File: config.mk
export PLATFORM = sky130hd
export DESIGN_NAME = pwm_vsync_multi
export DESIGN_NICKNAME = d
export VERILOG_FILES = /design/src/rtl/pwm_pkg.sv /design/src/rtl/pwm_sync2.sv /design/src/rtl/pwm_ctrl.sv /design/src/rtl/pwm_chan.sv /design/src/rtl/pwm_datapath.sv /design/src/rtl/pwm_vsync_multi.sv
export SDC_FILE = /design/constraint.sdc
export NUM_CORES = 1
export LEC_CHECK = 0
export BUFFER_PORTS_ARGS = -buffer_cell sky130_fd_sc_hd__buf_2
export CORE_MARGIN = 2
export CORE_UTILIZATION = 50
export CTS_CLUSTER_DIAMETER = 120
export DETAILED_ROUTE_END_ITERATION = 7
export PLACE_DENSITY = 0.75
export SLEW_MARGIN = 30
export SYNTH_ARGS = -nofsm -noshare
export SYNTH_HDL_FRONTEND = slang
export SYNTH_SLANG_ARGS = --single-unit
File: constraint.sdc
create_clock -name clk -period 6.15 [get_ports clk]
set_clock_uncertainty 0.15 [all_clocks]
set_input_delay 1.23 -clock clk [delete_from_list [all_inputs] [get_ports clk]]
set_output_delay 1.23 -clock clk [all_outputs]
set_load 0.02 [all_outputs]
File: src/rtl/pwm_pkg.sv
package pwm_pkg;
  localparam int CH_N   = 3;
  localparam int PER_W  = 12;
  localparam int REF_W  = 4;
  localparam int BYTE_W = 8;
  localparam int SUB_W  = 3;
  localparam int ADDR_W = SUB_W + 2;
  localparam int CH_AW  = ADDR_W - SUB_W;

  localparam logic [SUB_W-1:0] SUB_PER_LO  = 3'd0;
  localparam logic [SUB_W-1:0] SUB_PER_HI  = 3'd1;
  localparam logic [SUB_W-1:0] SUB_DUTY_LO = 3'd2;
  localparam logic [SUB_W-1:0] SUB_DUTY_HI = 3'd3;
  localparam logic [SUB_W-1:0] SUB_CTRL    = 3'd4;

  localparam int CTRL_EN_BIT   = 0;
  localparam int CTRL_POL_BIT  = 1;
  localparam int CTRL_MODE_LSB = 2;
  localparam int CTRL_PIN2_BIT = 4;
  localparam int CTRL_ALT_BIT  = 5;

  typedef enum logic [1:0] {
    SYNC_FREE0 = 2'b00,
    SYNC_FREE1 = 2'b01,
    SYNC_DISP  = 2'b10,
    SYNC_SRC   = 2'b11
  } syncMode_e;

  typedef struct packed {
    logic [PER_W-1:0] period;
    logic [REF_W-1:0] refCnt;
    logic [PER_W-1:0] duty;
    logic             en;
    logic             pol;
  } chRun_t;

  typedef struct packed {
    logic [CH_N-1:0] restart;
    logic            pin2FromCh1;
  } ctlStrobe_t;

  function automatic chRun_t resetRun(input int idx);
    chRun_t r;
    r.period = PER_W'((idx + 1) * 256);
    case (idx)
      0:       begin r.refCnt = REF_W'(1); r.duty = PER_W'('h080); end
      1:       begin r.refCnt = REF_W'(3); r.duty = PER_W'('h100); end
      default: begin r.refCnt = REF_W'(0); r.duty = PER_W'('h150); end
    endcase
    r.en  = 1'b1;
    r.pol = 1'b0;
    return r;
  endfunction

  function automatic syncMode_e resetMode(input int idx);
    return (idx == 0) ? SYNC_FREE0 : SYNC_SRC;
  endfunction
endpackage

File: src/rtl/pwm_sync2.sv
module pwm_sync2 (
  input  logic clk,
  input  logic rstN,
  input  logic din,
  output logic dout
);
  logic [1:0] stage;

  always_ff @(posedge clk or negedge rstN) begin
    if (!rstN) stage <= '0;
    else       stage <= {stage[0], din};
  end

  assign dout = stage[1];
endmodule

File: src/rtl/pwm_ctrl.sv
module pwm_ctrl
  import pwm_pkg::*;
(
  input  logic                   clk,
  input  logic                   rstN,
  input  logic                   wrEn,
  input  logic [ADDR_W-1:0]      wrAddr,
  input  logic [BYTE_W-1:0]      wrData,
  input  logic                   vsyncSrc,
  input  logic                   vsyncDisp,
  output chRun_t [CH_N-1:0]      runCfg,
  output ctlStrobe_t             strobe,
  output logic                   altPathEn
);
  logic [CH_AW-1:0] chSel;
  logic [SUB_W-1:0] sub;
  chRun_t [CH_N-1:0] runQ;
  syncMode_e modeQ [CH_N];
  logic pin2Q, altQ;
  logic srcSync, dispSync, srcDly, dispDly, srcRise, dispRise;
  logic [CH_N-1:0] restartC;

  assign chSel = wrAddr[ADDR_W-1:SUB_W];
  assign sub   = wrAddr[SUB_W-1:0];

  pwm_sync2 u_syncSrc  (.clk(clk), .rstN(rstN), .din(vsyncSrc),  .dout(srcSync));
  pwm_sync2 u_syncDisp (.clk(clk), .rstN(rstN), .din(vsyncDisp), .dout(dispSync));

  always_ff @(posedge clk or negedge rstN) begin
    if (!rstN) begin
      srcDly  <= 1'b0;
      dispDly <= 1'b0;
    end else begin
      srcDly  <= srcSync;
      dispDly <= dispSync;
    end
  end

  assign srcRise  = srcSync & ~srcDly;
  assign dispRise = dispSync & ~dispDly;

  always_ff @(posedge clk or negedge rstN) begin
    if (!rstN) begin
      for (int c = 0; c < CH_N; c++) begin
        runQ[c]  <= resetRun(c);
        modeQ[c] <= resetMode(c);
      end
      pin2Q <= 1'b0;
      altQ  <= 1'b0;
    end else if (wrEn) begin
      for (int c = 0; c < CH_N; c++) begin
        if (chSel == CH_AW'(c)) begin
          case (sub)
            SUB_PER_LO:  runQ[c].period[BYTE_W-1:0] <= wrData;
            SUB_PER_HI: begin
              runQ[c].period[PER_W-1:BYTE_W] <= wrData[PER_W-BYTE_W-1:0];
              runQ[c].refCnt <= wrData[BYTE_W-1:BYTE_W-REF_W];
            end
            SUB_DUTY_LO: runQ[c].duty[BYTE_W-1:0] <= wrData;
            SUB_DUTY_HI: runQ[c].duty[PER_W-1:BYTE_W] <= wrData[PER_W-BYTE_W-1:0];
            SUB_CTRL: begin
              runQ[c].en  <= wrData[CTRL_EN_BIT];
              runQ[c].pol <= wrData[CTRL_POL_BIT];
              modeQ[c]    <= syncMode_e'(wrData[CTRL_MODE_LSB +: 2]);
              if (c == 0) begin
                pin2Q <= wrData[CTRL_PIN2_BIT];
                altQ  <= wrData[CTRL_ALT_BIT];
              end
            end
            default: ;
          endcase
        end
      end
    end
  end

  always_comb begin
    for (int c = 0; c < CH_N; c++) begin
      case (modeQ[c])
        SYNC_SRC:  restartC[c] = srcRise;
        SYNC_DISP: restartC[c] = dispRise;
        default:   restartC[c] = 1'b0;
      endcase
    end
  end

  assign runCfg             = runQ;
  assign strobe.restart     = restartC;
  assign strobe.pin2FromCh1 = pin2Q;
  assign altPathEn          = altQ;


  src_rise_pulse_chk: assert property (@(posedge clk) disable iff (!rstN)
    srcRise |=> !srcRise);


  ctrl_write_chk: assert property (@(posedge clk) disable iff (!rstN)
    (wrEn && wrAddr == ADDR_W'(SUB_CTRL)) |=>
      (runCfg[0].en == $past(wrData[CTRL_EN_BIT]) &&
       runCfg[0].pol == $past(wrData[CTRL_POL_BIT])));
endmodule

File: src/rtl/pwm_chan.sv
module pwm_chan
  import pwm_pkg::*;
#(
  parameter int CH_IDX = 0
) (
  input  logic   clk,
  input  logic   rstN,
  input  chRun_t run,
  input  logic   restart,
  output logic   chOut
);
  logic [REF_W-1:0] pre;
  logic [PER_W-1:0] cnt, actPer, actDuty;
  logic [PER_W:0]   nextCnt;
  logic             wrapHit, rawHigh, outQ;

  assign nextCnt = {1'b0, cnt} + 1'b1;
  assign wrapHit = nextCnt >= {1'b0, actPer};
  assign rawHigh = cnt < actDuty;

  always_ff @(posedge clk or negedge rstN) begin
    if (!rstN) begin
      pre     <= '0;
      cnt     <= '0;
      actPer  <= resetRun(CH_IDX).period;
      actDuty <= resetRun(CH_IDX).duty;
      outQ    <= 1'b0;
    end else if (!run.en) begin
      pre     <= '0;
      cnt     <= '0;
      actPer  <= run.period;
      actDuty <= run.duty;
      outQ    <= 1'b0;
    end else begin
      outQ <= rawHigh ^ run.pol;
      if (restart) begin
        pre     <= '0;
        cnt     <= '0;
        actPer  <= run.period;
        actDuty <= run.duty;
      end else if (pre >= run.refCnt) begin
        pre <= '0;
        if (wrapHit) begin
          cnt     <= '0;
          actPer  <= run.period;
          actDuty <= run.duty;
        end else begin
          cnt <= nextCnt[PER_W-1:0];
        end
      end else begin
        pre <= pre + 1'b1;
      end
    end
  end

  assign chOut = outQ;


  cnt_range_chk: assert property (@(posedge clk) disable iff (!rstN)
    (run.en && actPer > PER_W'(1)) |-> (cnt < actPer));


  restart_clear_chk: assert property (@(posedge clk) disable iff (!rstN)
    (run.en && restart) |=> (cnt == '0 && pre == '0));


  disabled_low_chk: assert property (@(posedge clk) disable iff (!rstN)
    !run.en |=> !chOut);


  duty_zero_chk: assert property (@(posedge clk) disable iff (!rstN)
    (run.en && actDuty == '0) |=> (chOut == $past(run.pol)));
endmodule

File: src/rtl/pwm_datapath.sv
module pwm_datapath
  import pwm_pkg::*;
(
  input  logic                 clk,
  input  logic                 rstN,
  input  chRun_t [CH_N-1:0]    runCfg,
  input  ctlStrobe_t           strobe,
  output logic [CH_N-1:0]      pwmPin
);
  logic [CH_N-1:0] chOut;

  for (genvar g = 0; g < CH_N; g++) begin : gChan
    pwm_chan #(.CH_IDX(g)) u_chan (
      .clk     (clk),
      .rstN    (rstN),
      .run     (runCfg[g]),
      .restart (strobe.restart[g]),
      .chOut   (chOut[g])
    );
  end

  always_comb begin
    pwmPin = chOut;
    if (strobe.pin2FromCh1) pwmPin[1] = ~chOut[0];
  end
endmodule

File: src/rtl/pwm_vsync_multi.sv
module pwm_vsync_multi
  import pwm_pkg::*;
(
  input  logic              clk,
  input  logic              rstN,
  input  logic              wrEn,
  input  logic [ADDR_W-1:0] wrAddr,
  input  logic [BYTE_W-1:0] wrData,
  input  logic              vsyncSrc,
  input  logic              vsyncDisp,
  output logic [CH_N-1:0]   pwmPin,
  output logic              altPathEn
);
  chRun_t [CH_N-1:0] runCfg;
  ctlStrobe_t strobe;

  pwm_ctrl u_ctrl (
    .clk       (clk),
    .rstN      (rstN),
    .wrEn      (wrEn),
    .wrAddr    (wrAddr),
    .wrData    (wrData),
    .vsyncSrc  (vsyncSrc),
    .vsyncDisp (vsyncDisp),
    .runCfg    (runCfg),
    .strobe    (strobe),
    .altPathEn (altPathEn)
  );

  pwm_datapath u_dp (
    .clk    (clk),
    .rstN   (rstN),
    .runCfg (runCfg),
    .strobe (strobe),
    .pwmPin (pwmPin)
  );
endmodule

==> summary.md, run 1 <==
### Status
• outcome: finished clean

### Timing
• Setup-failing EPs final: 0
• Max-slew headroom: 0.455
• Achievable Freq: 245 MHz
• max-slew violations: 0
• Worst Tran Pin Value: 817 ps
• number of hold-slack violations in the final timing report: 0
• post-route clock period utilization: 0.664
• final setup TNS: 0 ps
• fin crit period: 4090 ps
• unrepaired setup endpoints after global routing: false

### Route
• final antenna-violating net count: 0
• DR DRC count: 0
• Starting DRT DRC Count: 336
• total length of routed wires: 23200 um
• count of vias placed by the detailed router: 7455
• number of detailed-routing iterations run before antenna repair: 5
• average wire per cell in the routed design: 17.6 um
• vias per std cell: 5.64

### Logic synthesis
• share of flip-flops with an asynchronous set or reset: 1.00
• library cells used by synthesis: 58
• number of flip-flops and latches in the synthesized netlist: 227
• synthesized net count: 1106
• Syn Inst Count: 998
• Seq/Total Area, Yosys: 0.498
• Syn Std Cell Area: 11500 um^2
• Primary FF master, synth: sky130_fd_sc_hd__dfrtp_1
• number of flops mapped to enable cells by yosys: 0
• synth warn: 0
• Avg Inst Size Synth: 11.5 um^2

### Global route
• global routing usage summed across all routing layers: 0.198
• maximum number of pins on one net before global-route repair: 123
• wire length of the first global-routing pass: 38700 um
• antenna violations before repair: 1
• number of global-route vias before repair: 7487
• final global-route overflow total: 0

### Clocking
• Setup Buffers After CTS: 0
• clock tree from TritonCTS: built
• number of hold buffers added after CTS: 0
• Worst-Skew Late Latency: 520 ps
• H-Tree Depth: 1
• clock slew at the register clock pins of the worst setup and hold paths: 60 ps
• Clock Tree Buf Depth: 3
• count of cells resized by post-cts repair: 0
• number of CTS-inserted buffers: 25
• clock tree root buffer cell: sky130_fd_sc_hd__clkbuf_16
• total number of clock tree sinks: 227

### Die
• overall die width: 156 um
• Top Ports: 22
• vertical die dimension: 156 um
• Floorplan Core Area: 22600 um^2
• total die area: 24200 um^2
• effective utilization at floorplan: 0.509
• number of rows created at floorplan: 55

### Finish
• filler cell count in the final layout: 1880
• area growth from synthesis to layout: 10.4%
• net total in the final layout: 1125
• post-route non-filler standard cell count: 1322
• fraction of layout instances using a drive strength above 1: 0.250
• sequential standard cell area: 5720 um^2
• most frequent cells in the layout: sky130_fd_sc_hd__dfrtp_1, sky130_fd_sc_hd__mux2_2, sky130_fd_sc_hd__ha_1
• final core area utilization: 0.562
• most common library cell in the layout ignoring fill and taps: sky130_fd_sc_hd__dfrtp_1
• multi-input logic area: 5290 um^2

### Placement
• buffers added on ports: 21
• post-placement cell count: 1275
• post-detail-place hpwl: 15700 um
• routability congestion estimate: 0.847

### Setup path
• internal reg-to-reg setup slack: 2060 ps
• Worst Setup End Kind: flop
• CP max FO: 24
• critical path required time: 6390 ps
• Critical Path, Cell by Cell: and4_1 > nand4_1 > inv_1 > nand3_1 > xor2_1 > inv_1 > ha_1 > and3_1 > a2111oi_2 > nand3_1 > nand2b_2 > mux2_2
• critical path class: flop to flop
• Worst path max stage delay: 580 ps
• startpoint kind of the worst setup timing path: flop
• library cell contributing the largest single delay on the critical path: sky130_fd_sc_hd__a2111oi_2
• WP data arrival: 4330 ps

### Pwr
• worst voltage drop across the vdd grid: 304 uV
• Leakage Power: 5.98 nW
• total power density per cell area: 377 nW/um^2

### Hold path
• Hold WC Path Type: flop to flop

### Job
• # Max-Cap Violations: 0

[per-layer routing]
layer	up-vias	track usage	share of wire	routed length (um)
met4	2	0.0485	0.018	413
met5	-	0	0.00056	13
li1	3545	-	-	-
met1	3735	0.277	0.46	10700
met2	134	0.326	0.48	11100
met3	39	0.0326	0.041	955
[layout make-up]
| type | count | area share |
|---|---|---|
| Multi-Input combinational cell | 653 | 0.417 |
| Inverter | 84 | 0.0249 |
| Clock buffer | 39 | 0.0567 |
| Tap cell | 285 | 0.0281 |
| Clock inverter | 7 | 0.00898 |
| Antenna cell | 1 | 0.000197 |
| Timing Repair Buffer | 26 | 0.0130 |
| Sequential cell | 227 | 0.451 |
[final timing paths]
check,from,end,cells past startpoint
worst min register to register,u_ctrl.u_syncDisp.stage[0],u_ctrl.u_syncDisp.stage[1],0
min in group asynchronous,rstN,u_ctrl.runCfg[32],1
worst max-delay path,u_dp.gChan[1].u_chan.cnt[2],u_dp.gChan[1].u_chan.actPer[7],12
worst min-delay path,u_ctrl.u_syncDisp.stage[0],u_ctrl.u_syncDisp.stage[1],0
max in group asynchronous,rstN,u_dp.gChan[2].u_chan.actDuty[11],2
worst max register to register,u_dp.gChan[1].u_chan.cnt[2],u_dp.gChan[1].u_chan.actPer[7],12
[power by group]
part           leakage [nW]  switching, mW  total (mW)  internal [mW]
clock                 0.407          0.580        1.51          0.926
sequential             2.89          0.203        2.08           1.88
combinational          2.69          0.640        1.19          0.547
[cell usage after synthesis (3+ instances only)]
cell type | n | area [um^2]
sky130_fd_sc_hd__dfrtp_1 | 199 | 4980
sky130_fd_sc_hd__mux2_2 | 146 | 1640
sky130_fd_sc_hd__ha_1 | 90 | 1130
sky130_fd_sc_hd__inv_1 | 84 | 315
sky130_fd_sc_hd__nand2_1 | 76 | 285
sky130_fd_sc_hd__nand3_1 | 46 | 230
sky130_fd_sc_hd__o21ai_0 | 40 | 200
sky130_fd_sc_hd__dfstp_2 | 28 | 736
sky130_fd_sc_hd__nor2_1 | 24 | 90.1
sky130_fd_sc_hd__xnor2_1 | 23 | 201
sky130_fd_sc_hd__nand2b_1 | 19 | 119
sky130_fd_sc_hd__a21oi_1 | 18 | 90.1
sky130_fd_sc_hd__nand4_1 | 17 | 106
sky130_fd_sc_hd__clkbuf_1 | 15 | 56.3
sky130_fd_sc_hd__nor3_1 | 12 | 60.1
sky130_fd_sc_hd__xor2_1 | 12 | 105
sky130_fd_sc_hd__o21ai_1 | 11 | 55.1
sky130_fd_sc_hd__a211oi_1 | 10 | 75.1
sky130_fd_sc_hd__a21o_1 | 10 | 75.1
sky130_fd_sc_hd__o21ai_2 | 10 | 87.6
sky130_fd_sc_hd__and3_1 | 9 | 56.3
sky130_fd_sc_hd__buf_2 | 8 | 40.0
sky130_fd_sc_hd__nor2b_1 | 7 | 43.8
sky130_fd_sc_hd__and2_1 | 6 | 37.5
sky130_fd_sc_hd__o31ai_1 | 6 | 45.0
sky130_fd_sc_hd__buf_6 | 5 | 56.3
sky130_fd_sc_hd__nor3b_1 | 5 | 37.5
sky130_fd_sc_hd__nor4_1 | 5 | 31.3
sky130_fd_sc_hd__nand3b_1 | 4 | 30.0
sky130_fd_sc_hd__a211o_1 | 3 | 26.3
sky130_fd_sc_hd__a221o_1 | 3 | 30.0
sky130_fd_sc_hd__buf_1 | 3 | 11.3
sky130_fd_sc_hd__mux2i_1 | 3 | 30.0
sky130_fd_sc_hd__nand4b_1 | 3 | 26.3
sky130_fd_sc_hd__nand4bb_1 | 3 | 33.8
sky130_fd_sc_hd__o211ai_1 | 3 | 22.5
sky130_fd_sc_hd__or3_1 | 3 | 18.8
[sequential cells by signal, summed over array words and instances (netlist names), 3 cells and up]
name / flops
u_dp.gChan.u_chan.cnt: 36
u_ctrl.modeQ: 6
u_dp.gChan.u_chan.chOut: 3
u_ctrl.runCfg: 90
u_dp.gChan.u_chan.actPer: 36
u_dp.gChan.u_chan.pre: 12
u_dp.gChan.u_chan.actDuty: 36
[critical path: cells and delay by family (launching register included)]
family | cells | cell delay, ps
and+or+nand+nor | 6 | 1700
AOI/OAI and AO/OA | 1 | 580
DFF | 1 | 470
muxes | 1 | 410
adders and majority gates | 1 | 260
buffers and inverters | 2 | 190
xor gates and xnor gates | 1 | 190
[stage by stage]
stage / setup slack, ps / instance area, um^2 / power (mW) / hold WS, ps
2_1_floorplan: 2640 / 11500 / 2.98 / 181
3_3_place_gp: 1900 / 11800 / 3.23 / 239
3_5_place_dp: 2100 / 11800 / 3.30 / 230
4_1_cts: 2080 / 12700 / 4.82 / 241
5_1_grt: 1620 / 12700 / 5.08 / 249
6_report: 2060 / 12700 / 4.78 / 245
[cells by family after synthesis]
| logic type | count (synthesis) | synth area share |
|---|---|---|
| buffers and inverters | 118 | 0.0435 |
| and+or+nand+nor | 251 | 0.114 |
| AOI/OAI and AO/OA | 126 | 0.0710 |
| adders and majority gates | 90 | 0.0981 |
| muxes | 151 | 0.148 |
| DFF | 227 | 0.498 |
| xor gates and xnor gates | 35 | 0.0267 |
Power figures use the tool's default switching activity.
==> inputs of run 2 (changes only) <==
ABC_AREA = 1   (was not set)
clock period = 3.9 ns   (was 6.15 ns; I/O delays follow)
==> run 2 against run 1 <==
Worst hold slack worse by 97 ps. Register-to-register slack worse by 1300 ps. Clock power up 77%. Area after synthesis up 1.8%. Highest routed layer is now met4.
==> summary.md, run 2 <==
### Status
• outcome: finished clean

### Global route
• maximum number of pins on one net before global-route repair: 108, -12%
• final global-route overflow total: 0, unchanged
• wire length of the first global-routing pass: 43600 um, +13%
• antenna violations before repair: 1, unchanged
• routing usage on met1: 0.302, +0.0242
• global routing usage summed across all routing layers: 0.219, +0.0208
• met3 capacity usage during global routing: 0.0281, -0.00451
• peak-usage layer in the global routing report: met2
• GRT met2 Usage: 0.360, +0.0341
• number of global-route vias before repair: 8863, +18%

### Pwr
• worst voltage drop across the vdd grid: 351 uV, +15%
• combinational share of power: 0.231, -0.018
• Clk network pwr share: 0.349, +0.034
• Pint: 5.16 mW, +54%
• Leakage Power: 6.52 nW, +9.0%
• portion of total power attributed to sequential cells: 0.419, -0.017
• net switching power: 2.48 mW, +74%
• total power density per cell area: 591 nW/um^2, +57%
• proportion of total power due to net switching: 0.325, +0.0267

### Route
• final antenna-violating net count: 0, unchanged
• Starting DRT DRC Count: 663, +97%
• vias per std cell: 5.21, -7.6%
• count of vias placed by the detailed router: 8925, +20%
• DR DRC count: 0, unchanged
• total length of routed wires: 25400 um, +9.3%
• number of detailed-routing iterations run before antenna repair: 5, unchanged
• average wire per cell in the routed design: 14.8 um, -16%

### Logic synthesis
• number of flip-flops and latches in the synthesized netlist: 227, unchanged
• top-count cell post-synth: sky130_fd_sc_hd__nand2_1
• share of flip-flops with an asynchronous set or reset: 1.00, unchanged
• Seq/Total Area, Yosys: 0.489, -0.00885
• Avg Inst Size Synth: 8.52 um^2, -26%
• synth warn: 0, unchanged
• Synth top cells by count: sky130_fd_sc_hd__nand2_1, sky130_fd_sc_hd__dfrtp_1, sky130_fd_sc_hd__inv_1, sky130_fd_sc_hd__o21ai_0, sky130_fd_sc_hd__nand3_1
• library cells used by synthesis: 34, -41%
• Primary FF master, synth: sky130_fd_sc_hd__dfrtp_1
• number of flops mapped to enable cells by yosys: 0, unchanged
• Syn Inst Count: 1372, +37%
• most area-consuming cells after synthesis: sky130_fd_sc_hd__dfrtp_1, sky130_fd_sc_hd__nand2_1, sky130_fd_sc_hd__ha_1, sky130_fd_sc_hd__dfstp_2, sky130_fd_sc_hd__o21ai_0
• synthesized net count: 1480, +34%
• Synth top area share: 0.426, -0.00771
• cell taking the most area after synthesis: sky130_fd_sc_hd__dfrtp_1
• Syn Std Cell Area: 11700 um^2, +1.8%

### Setup path
• CP max FO: 37, +54%
• WP data arrival: 3420 ps, -910 ps
• cell depth of the worst flop-to-flop path: 17, +5
• library cell contributing the largest single delay on the critical path: sky130_fd_sc_hd__dfrtp_1
• critical path class: flop to flop
• WP buf/inv: 1, -1
• cell seen most often among critical-path stages: sky130_fd_sc_hd__nand2_1
• CP delay by family, top: simple AND/OR/NAND/NOR gates
• startpoint kind of the worst setup timing path: flop
• Critical Path, Cell by Cell: ha_1 > nand2_1 > nor2_2 > nand2_1 > xor2_1 > ha_1 > nand2_1 > inv_1 > nand2_1 > nand2_1 > nor2_1 > nor2_1 > nor2_2 > nand2_4 > nand2_4 > nand2_1 > nand2_1
• internal reg-to-reg setup slack: 810 ps, -1250 ps
• startpoint of the worst-slack reg-to-reg timing path: u_dp.gChan[2].u_chan.cnt[0]
• endpoint of the worst register-to-register path: u_dp.gChan[2].u_chan.actPer[3]
• critical path required time: 4230 ps, -2160 ps
• Worst Setup End Kind: flop
• Worst path max stage delay: 440 ps, -140 ps

### Clocking
• clock tree from TritonCTS: built
• number of CTS-inserted buffers: 25, unchanged
• H-Tree Depth: 1, unchanged
• clock tree root buffer cell: sky130_fd_sc_hd__clkbuf_16
• count of cells resized by post-cts repair: 0, unchanged
• clock slew at the register clock pins of the worst setup and hold paths: 70 ps, about the same
• number of hold buffers added after CTS: 0, unchanged
• Setup Buffers After CTS: 0, unchanged
• total number of clock tree sinks: 227, unchanged
• Clock Tree Buf Depth: 3, unchanged
• Worst-Skew Late Latency: 540 ps, +20 ps

### Timing
• Worst Tran Pin Value: 853 ps, +35.8 ps
• unrepaired setup endpoints after global routing: false
• number of hold-slack violations in the final timing report: 0, unchanged
• hold slack: 148 ps, -96.8 ps
• Achievable Freq: 324 MHz, +32%
• Max-slew headroom: 0.431, -0.0238
• max-slew violations: 0, unchanged
• post-route clock period utilization: 0.792, +0.128
• minimum setup slack in the final design: 811 ps, -1250 ps
• Setup-failing EPs final: 0, unchanged
• final setup TNS: 0 ps, unchanged
• fin crit period: 3090 ps, -996 ps

### Die
• vertical die dimension: 157 um, +0.88%
• effective utilization at floorplan: 0.513, +0.00451
• overall die width: 157 um, +0.88%
• number of rows created at floorplan: 55, unchanged
• Top Ports: 22, unchanged
• total die area: 24600 um^2, +1.8%
• Floorplan Core Area: 22800 um^2, +0.91%

### Job
• # Max-Cap Violations: 0, unchanged

### Finish
• multi-input logic area: 5120 um^2, -3.2%
• most common library cell in the layout ignoring fill and taps: sky130_fd_sc_hd__nand2_1
• final core area utilization: 0.568, +0.00617
• sequential standard cell area: 5720 um^2, unchanged
• area growth from synthesis to layout: 10.6%
• max reg flops: 90, unchanged
• most frequent cells in the layout: sky130_fd_sc_hd__nand2_1, sky130_fd_sc_hd__dfrtp_1, sky130_fd_sc_hd__inv_1
• filler cell count in the final layout: 1995, +6.1%
• fraction of layout instances using a drive strength above 1: 0.0994, -0.151
• post-route non-filler standard cell count: 1713, +30%
• net total in the final layout: 1488, +32%

### Placement
• buffers added on ports: 21, unchanged
• worst setup timing slack at the placement stage: 844 ps, -1260 ps
• post-detail-place hpwl: 16900 um, +8.1%
• routability congestion estimate: 0.875, +3.2%
• post-placement cell count: 1666, +31%

### Hold path
• Hold WC Path Type: input port to async pin

[run 2: cell families (layout without fill, tap and decap cells)]
logic type      Yosys count  count (layout)  synth area share
simple gates            637             637             0.236
flops                   227             227             0.489
fa+ha+maj                90              90            0.0963
xor+xnor                 30              30            0.0225
compound gates          187             187            0.0828
other cells               0               1                 0
buf+inv                 201             228            0.0731
[run 2: through the flow]
stage	total power, mW	cell area [um^2]
5_1_grt	8.16	12900
2_1_floorplan	4.58	11700
4_1_cts	7.71	12900
6_report	7.64	12900
3_3_place_gp	4.91	12000
3_5_place_dp	5.01	12000
[run 2: routing by layer]
metal,vias to the layer above,routed length [um],part of all wire
li1,4450,-,-
met1,4231,11400,0.45
met2,200,12100,0.48
met3,44,1140,0.045
met4,0,760,0.030
met5,-,0,0
[run 2: how the worst max path moves through the flow]
stage               slack [ps]  depth (start not counted)                   startpoint                               to
finish                     810                         17  u_dp.gChan[2].u_chan.cnt[0]   u_dp.gChan[2].u_chan.actPer[3]
global route               520                         17  u_dp.gChan[2].u_chan.cnt[1]   u_dp.gChan[2].u_chan.actPer[3]
CTS                        820                         17  u_dp.gChan[2].u_chan.cnt[0]   u_dp.gChan[2].u_chan.actPer[3]
detailed placement         840                         17  u_dp.gChan[0].u_chan.cnt[0]  u_dp.gChan[0].u_chan.actDuty[4]
global placement           900                         17  u_dp.gChan[2].u_chan.cnt[0]   u_dp.gChan[2].u_chan.actPer[5]
floorplan                 1460                         16  u_dp.gChan[0].u_chan.cnt[0]   u_dp.gChan[0].u_chan.actPer[0]
[run 2: area by class of cell]
type,count,area share
sequential,227,0.442
multi-input combinational,944,0.396
clock buffer,28,0.0516
inverter,158,0.0459
tap,313,0.0303
clock inverter,18,0.0218
timing repair buffer,24,0.0126
antenna,1,0.000194
[run 2: power groups by stage]
stage	Combinational (mW)	Clock, mW	Sequential (mW)
after floorplan	1.43	0	3.15
after global placement	1.69	0	3.23
after detailed placement	1.77	0	3.24
after CTS	1.79	2.71	3.20
after global routing	2.07	2.81	3.27
final	1.77	2.67	3.21
==> inputs of run 3 (changes only) <==
clock period = 3.1 ns   (was 3.9 ns; I/O delays follow)
==> run 3 against run 2 <==
Combinational power increased by 32%. Fmax increased by 5.0%. Largest power group unchanged. Sequential share of layout area decreased by 0.45 points. Global-route usage decreased by 0.074 points. Critical path depth decreased by 5. Die area unchanged. Worst hold slack got worse by 110 ps. Final cell count increased by 0.70%. Clock-buffer cell count increased by 6. Critical endpoint is now u_dp.gChan[0].u_chan.cnt[4]. Critical path type unchanged. Setup slack got worse by 650 ps. First-iteration DRC count decreased by 1.7%.
==> summary.md, run 3 (synthesis results as in run 2) <==
### Status
• outcome: finished clean

### Finish
• area growth from synthesis to layout: 11.9%
• final design area excluding fillers: 13100 um^2, +1.1%
• most common library cell in the layout ignoring fill and taps: sky130_fd_sc_hd__nand2_1
• net total in the final layout: 1501, +0.87%
• filler cell count in the final layout: 1955, -2.0%
• fraction of layout instances using a drive strength above 1: 0.106, +0.00688
• final core area utilization: 0.574, +0.00626
• max reg flops: 90, unchanged
• most frequent cells in the layout: sky130_fd_sc_hd__nand2_1, sky130_fd_sc_hd__dfrtp_1, sky130_fd_sc_hd__inv_1
• n_diodes: 0, -1
• post-route non-filler standard cell count: 1725, +0.70%

### Timing
• Max-slew headroom: 0.421, -0.0107
• Worst Tran Pin Value: 868 ps, +14.8 ps
• Achievable Freq: 340 MHz, +5.0%
• number of hold-slack violations in the final timing report: 0, unchanged
• post-route clock period utilization: 0.949, +0.157
• max-slew violations: 0, unchanged
• fin crit period: 2940 ps, -146 ps
• Setup-failing EPs final: 0, unchanged

### Clocking
• H-Tree Depth: 1, unchanged
• Setup Buffers After CTS: 0, unchanged
• clock tree from TritonCTS: built
• clock slew at the register clock pins of the worst setup and hold paths: 60 ps, about the same
• Clock Tree Buf Depth: 3, unchanged
• total number of clock tree sinks: 227, unchanged
• Worst-Skew Late Latency: 540 ps, about the same
• clock tree root buffer cell: sky130_fd_sc_hd__clkbuf_16
• number of CTS-inserted buffers: 25, unchanged

### Route
• vias per std cell: 5.23, +0.42%
• DR DRC count: 0, unchanged
• total length of routed wires: 26100 um, +2.9%
• count of vias placed by the detailed router: 9025, +1.1%
• final antenna-violating net count: 0, unchanged
• Starting DRT DRC Count: 652, -1.7%
• average wire per cell in the routed design: 15.1 um, +2.2%
• number of detailed-routing iterations run before antenna repair: 5, unchanged

### Setup path
• critical path class: flop to flop
• Worst path max stage delay: 440 ps, about the same
• startpoint kind of the worst setup timing path: flop
• startpoint of the worst-slack reg-to-reg timing path: u_dp.gChan[0].u_chan.cnt[0]
• library cell contributing the largest single delay on the critical path: sky130_fd_sc_hd__dfrtp_1
• cell count along the critical path: 12, -5
• CP max FO: 13, -65%
• CP delay by family, top: simple AND/OR/NAND/NOR gates
• Critical Path, Cell by Cell: ha_1 > nand2_1 > nor2_2 > xor2_1 > ha_1 > a21oi_1 > o21ai_0 > or2_2 > nand2_1 > nand2_4 > buf_4 > o21ai_0
• critical path startpoint: u_dp.gChan[0].u_chan.cnt[0]
• critical path required time: 3390 ps, -840 ps
• WP buf/inv: 1, unchanged
• Worst Setup End Kind: flop
• WP data arrival: 3230 ps, -190 ps
• cell depth of the worst flop-to-flop path: 12, -5

### Global route
• antenna violations before repair: 0, -1
• number of global-route vias before repair: 8829, -0.38%
• wire length of the first global-routing pass: 43400 um, -0.52%
• maximum number of pins on one net before global-route repair: 83, -23%
• final global-route overflow total: 0, unchanged
• global routing usage summed across all routing layers: 0.218, -0.000737

### Die
• total die area: 24600 um^2, unchanged
• Floorplan Core Area: 22800 um^2, unchanged
• overall die width: 157 um, unchanged
• vertical die dimension: 157 um, unchanged
• Top Ports: 22, unchanged
• effective utilization at floorplan: 0.513, unchanged
• number of rows created at floorplan: 55, unchanged

### Placement
• routability congestion estimate: 0.864, -1.2%
• buffers added on ports: 21, unchanged
• post-placement cell count: 1676, +0.60%
• DP Area: 12100 um^2, +0.63%
• post-detail-place hpwl: 17300 um, +2.2%

### Job
• # Max-Cap Violations: 0, unchanged

### Pwr
• Leakage Power: 6.58 nW, +0.96%
• total power density per cell area: 747 nW/um^2, +26%
• worst voltage drop across the vdd grid: 462 uV, +32%

### Hold path
• number of stages on the worst hold path: 1
• launch point of the worst hold path: vsyncDisp
• Hold WC Path Type: input port to flop

## run 3: worst paths after layout
path                                                to  slack, ps
max                        u_dp.gChan[0].u_chan.cnt[4]        160
min                         u_ctrl.u_syncDisp.stage[0]         40
max reg2reg                u_dp.gChan[0].u_chan.cnt[4]        160
min reg2reg                 u_ctrl.u_syncDisp.stage[1]        200
max in group asynchronous            u_ctrl.runCfg[61]       1410
min in group asynchronous  u_dp.gChan[1].u_chan.cnt[8]        520
## run 3: area by class of cell
| class | count | area (um^2) | area share |
|---|---|---|---|
| multi-input combinational | 946 | 5180 | 0.396 |
| inverter | 158 | 593 | 0.0454 |
| clock buffer | 34 | 689 | 0.0527 |
| sequential | 227 | 5720 | 0.437 |
| tap | 313 | 392 | 0.0300 |
| timing repair buffer | 35 | 248 | 0.0189 |
| clock inverter | 12 | 256 | 0.0196 |
## run 3: where the power goes
group,switching [mW],internal (mW)
clock,1.23,2.15
combinational,1.51,0.836
sequential,0.391,3.65
total,3.13,6.63
## run 3: timing repair
action,in CTS,in global routing
hold buffers,1,0
gates resized for setup,0,10
hold endpoints to repair,65,0
endpoints found under the setup margin,0,79
## run 3: layer usage
metal / vias to the layer above / share of wire / GRT usage
met5: - / 0 / 0
met4: 0 / 0.024 / 0.0647
met3: 47 / 0.041 / 0.0242
met2: 199 / 0.49 / 0.377
met1: 4308 / 0.45 / 0.292
li1: 4471 / - / -
## run 3: stage by stage
step	setup slack [ps]	hold WS [ps]	setup TNS, ps	power (mW)
global placement	236	189	0	6.23
detailed placement	190	185	0	6.34
global route	-39.4	27.6	-289	10.4
CTS	181	31.3	0	9.75
floorplan	662	174	0	5.77
finish	157	40.2	0	9.77
